File: src/rtl/ismem_pkg.sv
// Shared opcode encoding for the I-structure memory.
// Assumes a 3-bit opcode field on the request port.
package ismem_pkg;
    typedef enum logic [2:0] {
        OP_READ  = 3'd0,
        OP_WRITE = 3'd1,
        OP_CLEAR = 3'd2,
        OP_ALLOC = 3'd3,
        OP_FREE  = 3'd4,
        OP_RDINC = 3'd5,
        OP_RDDEC = 3'd6,
        OP_CAS   = 3'd7
    } op_e;
endpackage

File: src/rtl/ismem_cells.sv
// Cell array: word, presence bit and allocation bit for each cell.
// Port A reads and updates the request's cell. Port B reads only, for
// answering held reads. All updates take effect on the clock edge.
module ismem_cells #(
    parameter int DATA_W = 16,
    parameter int CELLS  = 16,
    parameter int ADDR_W = $clog2(CELLS)
) (
    input  logic              clk,
    input  logic              rst_n,
    input  logic [ADDR_W-1:0] a_addr,
    output logic [DATA_W-1:0] a_data,
    output logic              a_full,
    output logic              a_alloc,
    input  logic              a_we,
    input  logic [DATA_W-1:0] a_wdata,
    input  logic              a_full_set,
    input  logic              a_full_clr,
    input  logic              a_alloc_set,
    input  logic              a_alloc_clr,
    input  logic [ADDR_W-1:0] b_addr,
    output logic [DATA_W-1:0] b_data
);
    logic [DATA_W-1:0] words [CELLS];
    logic [CELLS-1:0]  full_q;
    logic [CELLS-1:0]  alloc_q;

    // Combinational read of both ports.
    always_comb begin
        a_data  = words[a_addr];
        a_full  = full_q[a_addr];
        a_alloc = alloc_q[a_addr];
        b_data  = words[b_addr];
    end

    // Apply the update for the port A cell, or clear everything on reset.
    always_ff @(posedge clk) begin
        if (!rst_n) begin
            for (int i = 0; i < CELLS; i++) words[i] <= '0;
            full_q  <= '0;
            alloc_q <= '0;
        end else begin
            if (a_we)        words[a_addr]   <= a_wdata;
            if (a_full_set)  full_q[a_addr]  <= 1'b1;
            if (a_full_clr)  full_q[a_addr]  <= 1'b0;
            if (a_alloc_set) alloc_q[a_addr] <= 1'b1;
            if (a_alloc_clr) alloc_q[a_addr] <= 1'b0;
        end
    end
endmodule

File: src/rtl/ismem_defer.sv
// Deferred-read list. It is kept compact and in arrival order: entries
// 0..cnt-1 are live, and index 0 is the oldest. A fill marks every live
// entry for that address as fired. A pop removes the oldest fired entry
// and shifts the younger ones down. Assumes that push, fill and pop are
// never asserted in the same cycle.
module ismem_defer #(
    parameter int DEPTH  = 4,
    parameter int ADDR_W = 4,
    parameter int TAG_W  = 8
) (
    input  logic              clk,
    input  logic              rst_n,
    input  logic              push,
    input  logic [ADDR_W-1:0] push_addr,
    input  logic [TAG_W-1:0]  push_tag,
    input  logic              fill,
    input  logic [ADDR_W-1:0] fill_addr,
    input  logic              pop,
    output logic              any_fired,
    output logic              full,
    output logic [ADDR_W-1:0] head_addr,
    output logic [TAG_W-1:0]  head_tag
);
    localparam int CNT_W = $clog2(DEPTH + 1);

    logic [ADDR_W-1:0] e_addr [DEPTH];
    logic [TAG_W-1:0]  e_tag  [DEPTH];
    logic [DEPTH-1:0]  e_fire;
    logic [CNT_W-1:0]  cnt;
    logic [CNT_W-1:0]  head;

    // Find the oldest fired entry.
    always_comb begin
        any_fired = 1'b0;
        head      = '0;
        head_addr = '0;
        head_tag  = '0;
        for (int i = 0; i < DEPTH; i++) begin
            if (!any_fired && CNT_W'(i) < cnt && e_fire[i]) begin
                any_fired = 1'b1;
                head      = CNT_W'(i);
                head_addr = e_addr[i];
                head_tag  = e_tag[i];
            end
        end
        full = (cnt == CNT_W'(DEPTH));
    end

    // Append, mark fired, or remove the oldest fired entry.
    always_ff @(posedge clk) begin
        if (!rst_n) begin
            cnt    <= '0;
            e_fire <= '0;
            for (int i = 0; i < DEPTH; i++) begin
                e_addr[i] <= '0;
                e_tag[i]  <= '0;
            end
        end else if (push) begin
            for (int i = 0; i < DEPTH; i++) begin
                if (CNT_W'(i) == cnt) begin
                    e_addr[i] <= push_addr;
                    e_tag[i]  <= push_tag;
                    e_fire[i] <= 1'b0;
                end
            end
            cnt <= cnt + 1'b1;
        end else if (fill) begin
            for (int i = 0; i < DEPTH; i++)
                if (CNT_W'(i) < cnt && e_addr[i] == fill_addr) e_fire[i] <= 1'b1;
        end else if (pop) begin
            for (int i = 0; i < DEPTH; i++) begin
                if (CNT_W'(i) >= head) begin
                    if (i < DEPTH - 1) begin
                        e_addr[i] <= e_addr[(i + 1 < DEPTH) ? i + 1 : i];
                        e_tag[i]  <= e_tag[(i + 1 < DEPTH) ? i + 1 : i];
                        e_fire[i] <= e_fire[(i + 1 < DEPTH) ? i + 1 : i];
                    end else begin
                        e_fire[i] <= 1'b0;
                    end
                end
            end
            cnt <= cnt - 1'b1;
        end
    end
endmodule

File: src/rtl/ismem_rsp.sv
// One-entry response register with a valid/ready output. `free` is
// high when a new response may be loaded on this edge.
module ismem_rsp #(
    parameter int DATA_W = 16,
    parameter int TAG_W  = 8
) (
    input  logic              clk,
    input  logic              rst_n,
    input  logic              load,
    input  logic [DATA_W-1:0] ld_data,
    input  logic [TAG_W-1:0]  ld_tag,
    input  logic              out_ready,
    output logic              free,
    output logic              valid,
    output logic [DATA_W-1:0] data,
    output logic [TAG_W-1:0]  tag
);
    // The slot is free when it is empty or is being drained this edge.
    always_comb free = !valid || out_ready;

    // Load a new token or retire the old one.
    always_ff @(posedge clk) begin
        if (!rst_n) begin
            valid <= 1'b0;
            data  <= '0;
            tag   <= '0;
        end else if (load) begin
            valid <= 1'b1;
            data  <= ld_data;
            tag   <= ld_tag;
        end else if (out_ready) begin
            valid <= 1'b0;
        end
    end
endmodule

File: src/rtl/istruct_mem.sv
// I-structure memory top. It decodes one request per cycle and performs
// it completely in that cycle, which makes the atomic operations atomic.
// While fired held reads are pending, it answers them instead of taking
// requests. Assumes that req_op is valid whenever req_valid is high
// (req_ready depends on it).
module istruct_mem #(
    parameter int DATA_W      = 16,
    parameter int CELLS       = 16,
    parameter int DEFER_DEPTH = 4,
    parameter int TAG_W       = 8,
    parameter int ADDR_W      = $clog2(CELLS)
) (
    input  logic              clk,
    input  logic              rst_n,
    input  logic              req_valid,
    output logic              req_ready,
    input  logic [2:0]        req_op,
    input  logic              req_has_const,
    input  logic [ADDR_W-1:0] req_const_addr,
    input  logic [DATA_W-1:0] req_left,
    input  logic [DATA_W-1:0] req_right,
    input  logic [TAG_W-1:0]  req_tag,
    output logic              rsp_valid,
    input  logic              rsp_ready,
    output logic [DATA_W-1:0] rsp_data,
    output logic [TAG_W-1:0]  rsp_tag,
    output logic              wr_err
);
    import ismem_pkg::*;

    op_e               op;
    logic              accept, two_op_wr, out_free;
    logic [ADDR_W-1:0] cell_addr;
    logic [DATA_W-1:0] wr_word;
    logic [DATA_W-1:0] a_data, b_data, a_wdata;
    logic              a_full, a_alloc;
    logic              a_we, a_full_set, a_full_clr, a_alloc_set, a_alloc_clr;
    logic              dfr_push, dfr_fill, dfr_pop, dfr_fired, dfr_full;
    logic [ADDR_W-1:0] dfr_head_addr;
    logic [TAG_W-1:0]  dfr_head_tag;
    logic              ld;
    logic [DATA_W-1:0] ld_data;
    logic [TAG_W-1:0]  ld_tag;
    logic              err_now;

    // Accept gating and selection of the operand form.
    always_comb begin
        op        = op_e'(req_op);
        req_ready = out_free && !dfr_fired && !(dfr_full && op == OP_READ);
        accept    = req_valid && req_ready;
        two_op_wr = (op == OP_WRITE) && !req_has_const;
        cell_addr = two_op_wr ? req_left[ADDR_W-1:0] : req_const_addr;
        wr_word   = two_op_wr ? req_right : req_left;
    end

    // Decode the accepted request, or answer one fired held read.
    always_comb begin
        a_we = 1'b0; a_wdata = a_data;
        a_full_set = 1'b0; a_full_clr = 1'b0;
        a_alloc_set = 1'b0; a_alloc_clr = 1'b0;
        dfr_push = 1'b0; dfr_fill = 1'b0; dfr_pop = 1'b0;
        ld = 1'b0; ld_data = a_data; ld_tag = req_tag;
        err_now = 1'b0;
        if (accept) begin
            unique case (op)
                OP_READ: begin
                    if (a_full) ld = 1'b1;
                    else        dfr_push = 1'b1;
                end
                OP_WRITE: begin
                    if (a_full) err_now = 1'b1;
                    else begin
                        a_we = 1'b1; a_wdata = wr_word;
                        a_full_set = 1'b1; dfr_fill = 1'b1;
                    end
                end
                OP_CLEAR: a_full_clr = 1'b1;
                OP_ALLOC, OP_FREE: begin
                    a_alloc_set = (op == OP_ALLOC);
                    a_alloc_clr = (op == OP_FREE);
                    ld = 1'b1;
                    ld_data = {{(DATA_W-1){1'b0}}, a_alloc};
                end
                OP_RDINC, OP_RDDEC: begin
                    a_we = 1'b1; ld = 1'b1;
                    a_wdata = (op == OP_RDINC) ? a_data + 1'b1 : a_data - 1'b1;
                end
                OP_CAS: begin
                    ld = 1'b1;
                    if (a_data == req_left) begin
                        a_we = 1'b1; a_wdata = req_right;
                    end
                end
                default: ;
            endcase
        end else if (dfr_fired && out_free) begin
            dfr_pop = 1'b1;
            ld      = 1'b1;
            ld_data = b_data;
            ld_tag  = dfr_head_tag;
        end
    end

    // Register the error pulse for a write to a FULL cell.
    always_ff @(posedge clk) begin
        if (!rst_n) wr_err <= 1'b0;
        else        wr_err <= err_now;
    end

    ismem_cells #(.DATA_W(DATA_W), .CELLS(CELLS), .ADDR_W(ADDR_W)) u_cells (
        .clk(clk), .rst_n(rst_n),
        .a_addr(cell_addr), .a_data(a_data), .a_full(a_full), .a_alloc(a_alloc),
        .a_we(a_we), .a_wdata(a_wdata),
        .a_full_set(a_full_set), .a_full_clr(a_full_clr),
        .a_alloc_set(a_alloc_set), .a_alloc_clr(a_alloc_clr),
        .b_addr(dfr_head_addr), .b_data(b_data)
    );

    ismem_defer #(.DEPTH(DEFER_DEPTH), .ADDR_W(ADDR_W), .TAG_W(TAG_W)) u_defer (
        .clk(clk), .rst_n(rst_n),
        .push(dfr_push), .push_addr(cell_addr), .push_tag(req_tag),
        .fill(dfr_fill), .fill_addr(cell_addr), .pop(dfr_pop),
        .any_fired(dfr_fired), .full(dfr_full),
        .head_addr(dfr_head_addr), .head_tag(dfr_head_tag)
    );

    ismem_rsp #(.DATA_W(DATA_W), .TAG_W(TAG_W)) u_rsp (
        .clk(clk), .rst_n(rst_n),
        .load(ld), .ld_data(ld_data), .ld_tag(ld_tag),
        .out_ready(rsp_ready), .free(out_free),
        .valid(rsp_valid), .data(rsp_data), .tag(rsp_tag)
    );
endmodule

File: config.mk
export PLATFORM = sky130hd
export DESIGN_NAME = istruct_mem
export DESIGN_NICKNAME = d
export VERILOG_FILES = /design/src/rtl/ismem_pkg.sv /design/src/rtl/ismem_cells.sv /design/src/rtl/ismem_defer.sv /design/src/rtl/ismem_rsp.sv /design/src/rtl/istruct_mem.sv
export SDC_FILE = /design/constraint.sdc
export NUM_CORES = 1
export LEC_CHECK = 0
export ABC_AREA = 1
export ABC_CLOCK_PERIOD_IN_PS = 4400
export BUFFER_PORTS_ARGS = -buffer_cell sky130_fd_sc_hd__buf_2
export CORE_MARGIN = 10
export CORE_UTILIZATION = 42
export DETAILED_ROUTE_END_ITERATION = 7
export PLACE_DENSITY = 0.66
export SLEW_MARGIN = 5
export SYNTH_ARGS = -nofsm -noshare
export SYNTH_HDL_FRONTEND = slang
export SYNTH_SLANG_ARGS = --single-unit
File: constraint.sdc
create_clock -name clk -period 4.4 [get_ports clk]
set_clock_uncertainty 0.1 [all_clocks]
set_input_delay 0.66 -clock clk [delete_from_list [all_inputs] [get_ports clk]]
set_output_delay 0.66 -clock clk [all_outputs]
set_load 0.02 [all_outputs]
======== Word level (Yosys, flattened, before mapping) ========
Memories as Yosys holds them, arrays and structs flattened.
Cells that the tools add are included.
cells by class
  $add $sub $neg .......................... 4
  $mul .................................... 0
  divide/modulo/power cells ............... 0
  magnitude comparators ................... 10
  equality and inequality tests ........... 25
  shift-type cells ........................ 0
  muxes and demuxes ....................... 133
  bitwise operators ....................... 19
  reductions and logical operators ........ 45
operator list
  kind                                                                     count
  16-bit 2-to-1 mux                                                        15
  8-bit 2-to-1 mux                                                         13
  1-bit 2-to-1 mux                                                         78
  4-bit 2-to-1 mux                                                         16
  16-bit case mux with 3 select lines                                      1
  16-bit AND                                                               2
  16-bit bitwise OR                                                        2
  1-bit logical AND                                                        18
  16-bit by 1-bit adder with 16-bit output, second input constant          1
  16-bit == test                                                           1
  4-bit == test                                                            4
  16-bit inverter                                                          1
  4-bit AND reduction                                                      4
  16-bit OR reduction                                                      1
  16-bit by 1-bit subtractor with 16-bit output, second input constant     1
  3-bit == test, second input constant                                     5
  3-bit nonzero test                                                       5
  1-bit bitwise OR                                                         14
  3-bit by 1-bit inequality test with 1-bit output, second input constant  4
  2-bit by 1-bit inequality test with 1-bit output, second input constant  5
  3-bit 2-to-1 mux                                                         3
  1-bit binary-select mux with 4-bit select                                2
  1-bit zero test                                                          7
  2-bit by 3-bit == test with 1-bit output, first input constant           2
  other kinds (22)                                                         31
word-level totals
  bits in registers ....................... 65
  latch bits .............................. 0
  RAM bits ................................ 304
  bits in read-only memories .............. 0
  input port bits ......................... 52
  output and inout bits ................... 27
  logic and storage cells ................. 250
  memories ................................ 3
memory list
  memory          words  width  read ports  clocked after memory_dff  wr ports  line               text
  u_cells.words   16     16     2           0                         16        ismem_cells.sv:24  logic [DATA_W-1:0] words [CELLS];
  u_defer.e_tag   4      8      4           0                         4         ismem_defer.sv:27  logic [TAG_W-1:0] e_tag [DEPTH];
  u_defer.e_addr  4      4      4           0                         4         ismem_defer.sv:26  logic [ADDR_W-1:0] e_addr [DEPTH];

======== Longest topological paths before layout ========
Gate-level depths: netlist of the first run.
  word-level depth ........................ 26
  depth in mapped cells ................... 30

======== By module ========
A second synthesis of the first run with hierarchy kept.
unflattened totals
  cells, all modules ...................... 3572
  area, all modules ....................... 23876.6 sq um
by module, submodules not included
  module       times used  cells an instance  area an instance (sq um)
  ismem_cells  1           2407               16783.6
  ismem_defer  1           480                3522.1
  istruct_mem  1           577                2702.6
  ismem_rsp    1           108                868.3

======== Worst setup path after synthesis of the first run ========
Ideal clock, no wire load.
  kind .................................... input to register
  from .................................... input port req_op[0]
  to ...................................... memory u_cells.words[0][8] (data pin)
  library setup time ...................... 0.266 ns
  data arrival time ....................... 3.899 ns
  required time ........................... 4.034 ns
  slack ................................... 0.135 ns
  stages on the path ...................... 28
  cell sequence ........................... inv_2 > nor2_4 > nand3_4 > inv_4 > buf_6 > nand2_4 > o21ai_4 > inv_6 > nor2_8 > buf_6 > nand2_1 > nand2_1 > nor2_2 > ha_1 > a21o_1 > nand3_1 > nand2_1 > a21oi_1 > nor2_1 > o21ai_0 > nand2_1 > o21ai_0 > a21oi_1 > nor3_1 > nand2_1 > o21ai_1 > buf_2 > nor2_1
RTL lines
  what         line               text
  from (decl)  istruct_mem.sv:17  input logic [2:0] req_op,
  to (decl)    ismem_cells.sv:24

==> results of run 1 <==
worst min-delay path: cells and delay by family:
kind | cells | cell delay (ps)
buf+inv | 1 | 120
simple gates | 1 | 60
compound gates | 1 | 70
routing by layer:
metal	routed length (um)	vias to the layer above	part of all wire, %
li1	-	10694	-
met1	33600	10661	39
met2	38700	1402	45
met3	9730	251	11
met4	4770	0	5.5
met5	0	-	0
cell type report:
| type | count | area share [%] |
|---|---|---|
| Multi-Input combinational cell | 2308 | 38.4 |
| Sequential cell | 369 | 37.8 |
| Timing Repair Buffer | 371 | 12.1 |
| Clock buffer | 50 | 4.03 |
| Inverter | 273 | 3.76 |
| Tap cell | 696 | 3.16 |
| Clock inverter | 21 | 0.722 |
| Antenna cell | 2 | 0.0182 |
power groups by stage:
stage	registers (mW)	clock network (mW)	logic [mW]
after floorplan	4.06	0	1.10
after global placement	4.05	0	2.11
after detailed placement	4.06	0	2.11
after CTS	3.98	3.52	2.13
after global routing	4.00	3.65	2.34
final	3.99	3.49	2.16
metrics by stage:
stage	area (sq um)	util [%]	power [mW]	hold WS [ps]	setup TNS, ps
2_1_floorplan	23000	-	5.16	337	0
3_3_place_gp	26300	48.7	6.16	349	-13760
3_5_place_dp	26300	48.7	6.17	354	-18690
4_1_cts	27600	51.1	9.63	269	0
5_1_grt	27600	51.1	9.99	303	0
6_report	27600	51.1	9.64	287	0
state kept, by name (all words and copies together), names as in the netlist:
name / flops
u_defer.e_addr: 16
u_cells.full_q: 16
wr_err: 1
u_defer.e_tag: 32
u_rsp.data: 16
u_cells.alloc_q: 16
u_rsp.valid: 1
u_cells.words: 256
u_rsp.tag: 8
u_defer.cnt: 3
u_defer.e_fire: 4
kinds of logic (layout without fill, tap and decap cells):
| logic type | count (synthesis) | in the layout | synth area share (%) |
|---|---|---|---|
| other | 0 | 2 | 0 |
| and+or+nand+nor | 1811 | 1811 | 33.1 |
| adders and majority gates | 20 | 20 | 1.12 |
| AOI/OAI and AO/OA | 467 | 467 | 11.3 |
| xor gates and xnor gates | 10 | 10 | 0.382 |
| DFF | 369 | 369 | 45.4 |
| buffers and inverters | 453 | 715 | 8.62 |
path summary, 6_finish.rpt:
check	startpoint	endpoint	slack, ps	cells after the start
min	req_tag[3]	u_rsp.tag[3]$_SDFFE_PN0P_	290	3
min reg2reg	u_cells.full_q[7]$_SDFF_PN0_	u_cells.full_q[7]$_SDFF_PN0_	370	2
max	req_op[1]	u_cells.words[5][11]$_SDFFCE_PN0P_	370	25
max reg2reg	u_defer.cnt[0]$_SDFFE_PN0P_	u_rsp.data[11]$_SDFFE_PN0P_	410	20
cell usage in the layout (no fill, tap or decap), drive strengths merged, types with 4 or more instances in the layout:
| cell | count |
|---|---|
| a21oi | 156 |
| nor2 | 400 |
| dfxtp | 65 |
| buf | 371 |
| a41o | 4 |
| bufinv | 4 |
| clkbuf | 50 |
| inv | 269 |
| nand3b | 7 |
| ha | 19 |
| o21ai | 236 |
| nand4 | 7 |
| or2 | 4 |
| nand2 | 1083 |
| nor3 | 12 |
| xor2 | 7 |
| a211oi | 19 |
| nand3 | 295 |
| a31oi | 8 |
| a22oi | 8 |
| a21o | 6 |
| o211ai | 12 |
| clkinv | 21 |
| edfxtp | 304 |
| a221oi | 4 |
==> metrics.md, run 1 <==
| Metric | Value |
|---|---|
| I/O Pins | `79` |
| Vias in the first global route | `21444` |
| PortBufs | `78` |
| Outcome | `completed` |
| # Max-Cap Violations | `0` |
| Routed via count | `23008` |
| Largest stage delay on the critical path | `340 ps` |
| Final WL | `86800 um` |
| Clk pwr share | `36.2%` |
| Reg clk slew, reported paths | `60 ps` |
| Cell-internal power | `6.74 mW` |
| Leak | `12.3 nW` |
| Pre-CTS setup slack | `-163 ps` |
| Setup ws final | `368 ps` |
| Core area | `53900 sq um` |
| Fill count | `5168` |
| Synthesized area | `23000 sq um` |
| Final global-route overflow total | `0` |
| Initial core utilization | `42.6%` |
| YS warnings | `0` |
| Ys flop type | `edfxtp_1` |
| DPL Wire Length | `59700 um` |
| Tcrit/Tclk final | `91.6%` |
| Area occupied by multi-input gates | `10600 sq um` |
| Seq pwr share | `41.4%` |
| Global routing usage on met1 | `35.1%` |
| Top cells by area, synth | `edfxtp_1, nand2_1, nor2_1, nand3_1, dfxtp_1` |
| Worst-Skew Late Latency | `580 ps` |
| H-tree depth | `2` |
| Worst-Margin Slew | `869 ps` |
| Row count | `85` |
| Register area | `10400 sq um` |
| Placed cells | `4017` |
| Vias per Instance | `5.63` |
| Hold Violations, Final | `0` |
| Crit Path Max Fanout | `16` |
| Delay-heaviest family, CP | `buffers and inverters` |
| Total CTS buffers | `41` |
| Critical path data required time | `4610 ps` |
| CTS tree | `done` |
| Net Switching | `2.90 mW` |
| Max clock buf depth | `3` |
| Max Slew Vio Count | `0` |
| Clock Sinks | `369` |
| Total Routing Usage GR | `26.6%` |
| Die height | `254 um` |
| Max rail drop VDD | `0.331 mV` |
| Synth area leader | `edfxtp_1` |
| Syn_nets | `3202` |
| Slowest CP cell | `buf_4` |
| Post-CTS setup buffers | `0` |
| Fin crit period | `4030 ps` |
| Endpoint class of the critical path | `flip-flop` |
| Routed len/inst | `21.2 um` |
| Setup CP Type | `input pin to flip-flop` |
| Gate Count Post-Synth | `3130` |
| Die area | `64400 sq um` |
| HP Class | `input pin to flip-flop` |
| Number of hold buffers added after cts | `0` |
| CTS root buf | `clkbuf_16` |
| Area share of the largest cell type after synthesis | `39.8%` |
| DRC Markers | `0` |
| Relative slew slack | `42.1%` |
| Async set-reset flop share out of synthesis | `0%` |
| WP buf/inv | `9` |
| Share of cells above drive strength 1 | `15.5%` |
| Number of synthesized flops with an enable pin | `304` |
| Largest net degree at the start of global routing | `78` |
| Most numerous cell in the Yosys netlist | `nand2_1` |
| CTS resizes | `0` |
| Area delta synth->final | `20.1%` |
| Layout Nets | `3436` |
| Finished Layout Cells | `4090` |
| #FFs+latches synth | `369` |
| Met3 usage | `4.04%` |
| Post-Syn Area per Cell | `7.33 sq um` |
| # setup viols final | `0` |
| Met2 GRT Util | `41.6%` |
| P per Cell Area | `350 nW/um^2` |
| Seq/Total Area, Yosys | `45.4%` |
| Initial antenna violation count | `3` |
| Drt pass-1 iters | `6` |
| Synth unique cells | `55` |
| Crit path top cell by count | `nor2_1` |
| Worst EP arrival | `4240 ps` |
| Die Span X | `254 um` |
| Synth top cells by count | `nand2_1, nor2_1, edfxtp_1` |
| Drt initial violations | `3080` |
| Power share of the combinational group | `22.4%` |
| Sw Share | `30.1%` |
| Fmax | `248 MHz` |
| Routed Antenna Nets | `0` |
| GR peak layer | `met2` |
| First-pass GRT wire length | `131000 um` |
| RSZ-0062 raised after global routing | `false` |
| Critical Path Start Type | `input pin` |
| Placer Congestion | `0.966` |
Note: power is estimated with default switching activity, not from simulation.
==> run 2, diff against run 1 <==
--- a/config.mk
+++ b/config.mk
@@ -11,7 +11,8 @@
 export CORE_MARGIN = 10
 export CORE_UTILIZATION = 42
 export DETAILED_ROUTE_END_ITERATION = 7
-export PLACE_DENSITY = 0.66
+export PLACE_DENSITY = 0.61
+export RECOVER_POWER = 50
 export SLEW_MARGIN = 5
 export SYNTH_ARGS = -nofsm -noshare
 export SYNTH_HDL_FRONTEND = slang
==> metrics.md, run 2 (same netlist as run 1, synthesis figures left out) <==
| Metric | Value |
|---|---|
| Number of hold buffers added after cts | `0 (unchanged)` |
| Worst-Margin Slew | `1340 ps (was 869 ps)` |
| PortBufs | `78 (unchanged)` |
| Core area | `53900 sq um (unchanged)` |
| Die area | `64400 sq um (unchanged)` |
| Relative slew slack | `10.5% (was 42.1%)` |
| Max Slew Vio Count | `0 (unchanged)` |
| Top reg by flops | `u_cells.words (unchanged)` |
| Leak | `12.2 nW (was 12.3 nW)` |
| Die Span X | `254 um (unchanged)` |
| DR WL met3 | `8950 um (was 9730 um)` |
| Area occupied by multi-input gates | `10600 sq um (about the same)` |
| Routed Antenna Nets | `0 (unchanged)` |
| TNS Setup | `0 ps (unchanged)` |
| Initial core utilization | `42.6% (unchanged)` |
| Area delta synth->final | `19.6% (was 20.1%)` |
| Setup ws final | `253 ps (was 368 ps)` |
| Hold Violations, Final | `0 (unchanged)` |
| Finished Layout Cells | `4085 (was 4090)` |
| Fin crit period | `4150 ps (was 4030 ps)` |
| CTS root buf | `clkbuf_16 (unchanged)` |
| Placer Congestion | `0.931 (was 0.966)` |
| Final WL | `83700 um (was 86800 um)` |
| Register area | `10400 sq um (unchanged)` |
| Top sig layer | `met4 (unchanged)` |
| Max rail drop VDD | `0.278 mV (was 0.331 mV)` |
| Largest registers | `u_cells.words x256, u_defer.e_tag x32 (unchanged)` |
| Most common cell after layout, fill and taps aside | `nand2_1 (unchanged)` |
| # Max-Cap Violations | `0 (unchanged)` |
| Failing checks | `DRC` |
| Drt initial violations | `2492 (was 3080)` |
| Row count | `85 (unchanged)` |
| Largest net degree at the start of global routing | `72 (was 78)` |
| Initial antenna violation count | `2 (was 3)` |
| Vias per Instance | `5.48 (was 5.63)` |
| Vias in the first global route | `21305 (was 21444)` |
| Routed len/inst | `20.5 um (was 21.2 um)` |
| Share of cells above drive strength 1 | `14.9% (was 15.5%)` |
| Pre-CTS setup slack | `-280 ps (was -163 ps)` |
| Fmax | `241 MHz (was 248 MHz)` |
| H-tree depth | `2 (unchanged)` |
| I/O Pins | `79 (unchanged)` |
| Clock Sinks | `369 (unchanged)` |
| Layout Nets | `3425 (was 3436)` |
| Worst EP arrival | `4340 ps (was 4240 ps)` |
| Placed cells | `3993 (was 4017)` |
| WL met2 | `37300 um (was 38700 um)` |
| Reg clk slew, reported paths | `60 ps (about the same)` |
| Setup CP Type | `input pin to flip-flop (unchanged)` |
| Drt pass-1 iters | `8 (was 6)` |
| Max clock buf depth | `3 (unchanged)` |
| Total Routing Usage GR | `25.5% (was 26.6%)` |
| Max reg flops | `256 (unchanged)` |
| Outcome | `finished with violations (was completed)` |
| Worst-Skew Late Latency | `600 ps (was 580 ps)` |
| First-pass GRT wire length | `127000 um (was 131000 um)` |
| Critical path data required time | `4600 ps (was 4610 ps)` |
| # setup viols final | `0 (unchanged)` |
| Critical Path Start Type | `input pin (unchanged)` |
| Crit Path Max Fanout | `16 (unchanged)` |
| Tcrit/Tclk final | `94.3% (was 91.6%)` |
| DPL Wire Length | `60000 um (was 59700 um)` |
| Total CTS buffers | `43 (was 41)` |
| Fin util | `50.9% (was 51.1%)` |
| Fill count | `5165 (was 5168)` |
| Commonest non-fill, non-tap cells in the layout | `nand2_1, nor2_1, edfxtp_1 (unchanged)` |
| M1 WL | `35400 um (was 33600 um)` |
| Die height | `254 um (unchanged)` |
| Routed via count | `22405 (was 23008)` |
| DRC Markers | `5 (was 0)` |
| CTS tree | `done (unchanged)` |
| Endpoint class of the critical path | `flip-flop (unchanged)` |
| P per Cell Area | `358 nW/um^2 (was 350 nW/um^2)` |
| Final global-route overflow total | `0 (unchanged)` |
| HP Class | `input pin to flip-flop (unchanged)` |
==> run 2: changes by cell type in the layout (fill, tap and decap cells not counted), sizes merged <==
cell / previous run / this run
clkbuf: 50 / 78
clkinvlp: 0 / 6
diode: 2 / 1
inv: 269 / 271
nor2: 400 / 402
buf: 371 / 328
bufinv: 4 / 5
==> run 2: worst paths after layout <==
path,start,to,slack [ps],cells after the start
setup / recovery,req_op[1],u_cells.words[1][11]$_SDFFCE_PN0P_,250,28
hold / removal,req_tag[6],u_rsp.tag[6]$_SDFFE_PN0P_,270,3
setup reg to reg,u_defer.cnt[2]$_SDFFE_PN0P_,u_defer.e_addr[0][0]$_DFFE_PP_,320,15
hold reg to reg,u_defer.e_fire[2]$_SDFFE_PN0P_,u_defer.e_fire[2]$_SDFFE_PN0P_,360,2
==> run 2: report_power, final <==
part | switching, mW | internal, mW
clock | 1.56 | 2.16
combinational | 1.34 | 0.769
sequential | 0.0826 | 3.91
total | 2.99 | 6.83
==> run 2: repair_timing <==
action	CTS	global route
setup buffers	0	9
gates resized for setup	0	16
endpoints found under the setup margin	0	431
==> run 2: metrics by stage <==
stage | hold WS, ps | cell area [sq um] | total power, mW
2_1_floorplan | 337 | 23000 | 5.16
3_3_place_gp | 351 | 26000 | 6.11
3_5_place_dp | 357 | 26000 | 6.13
4_1_cts | 247 | 27400 | 9.83
5_1_grt | 267 | 27500 | 10.2
6_report | 266 | 27500 | 9.82
==> run 2: area by class of cell <==
cell class | count | area share, %
Antenna cell | 1 | 0.00911
Sequential cell | 369 | 38.0
Clock buffer | 50 | 4.12
Multi-Input combinational cell | 2310 | 38.6
Timing Repair Buffer | 356 | 11.2
Clock inverter | 30 | 1.13
Tap cell | 696 | 3.17
Inverter | 273 | 3.81
==> run 2: routing by layer <==
| layer | vias up | GRT usage [%] |
|---|---|---|
| li1 | 10680 | - |
| met1 | 10547 | 34.2 |
| met4 | 0 | 6.94 |
| met5 | - | 0 |
| met3 | 117 | 6.24 |
| met2 | 1061 | 40.3 |
==> run 2: worst max-delay path, cell delays in order <==
cell     delay, ps
buf_2          120
nor2_4         190
nand3_4        190
buf_4          190
inv_4          100
nand2_4         60
o21ai_4        120
inv_6          120
nor2_8         220
buf_4          170
buf_12         110
buf_4          110
nand2_1         80
nand2_1        160
buf_4          130
nor2_1          40
nand2_1         60
nand2_1         60
nor2_2         140
nand2_2        110
nor2_4         140
nand2_4         70
o21ai_4        160
buf_12         170
buf_4          180
nand3_1        110
nand2_1        140
buf_12         190
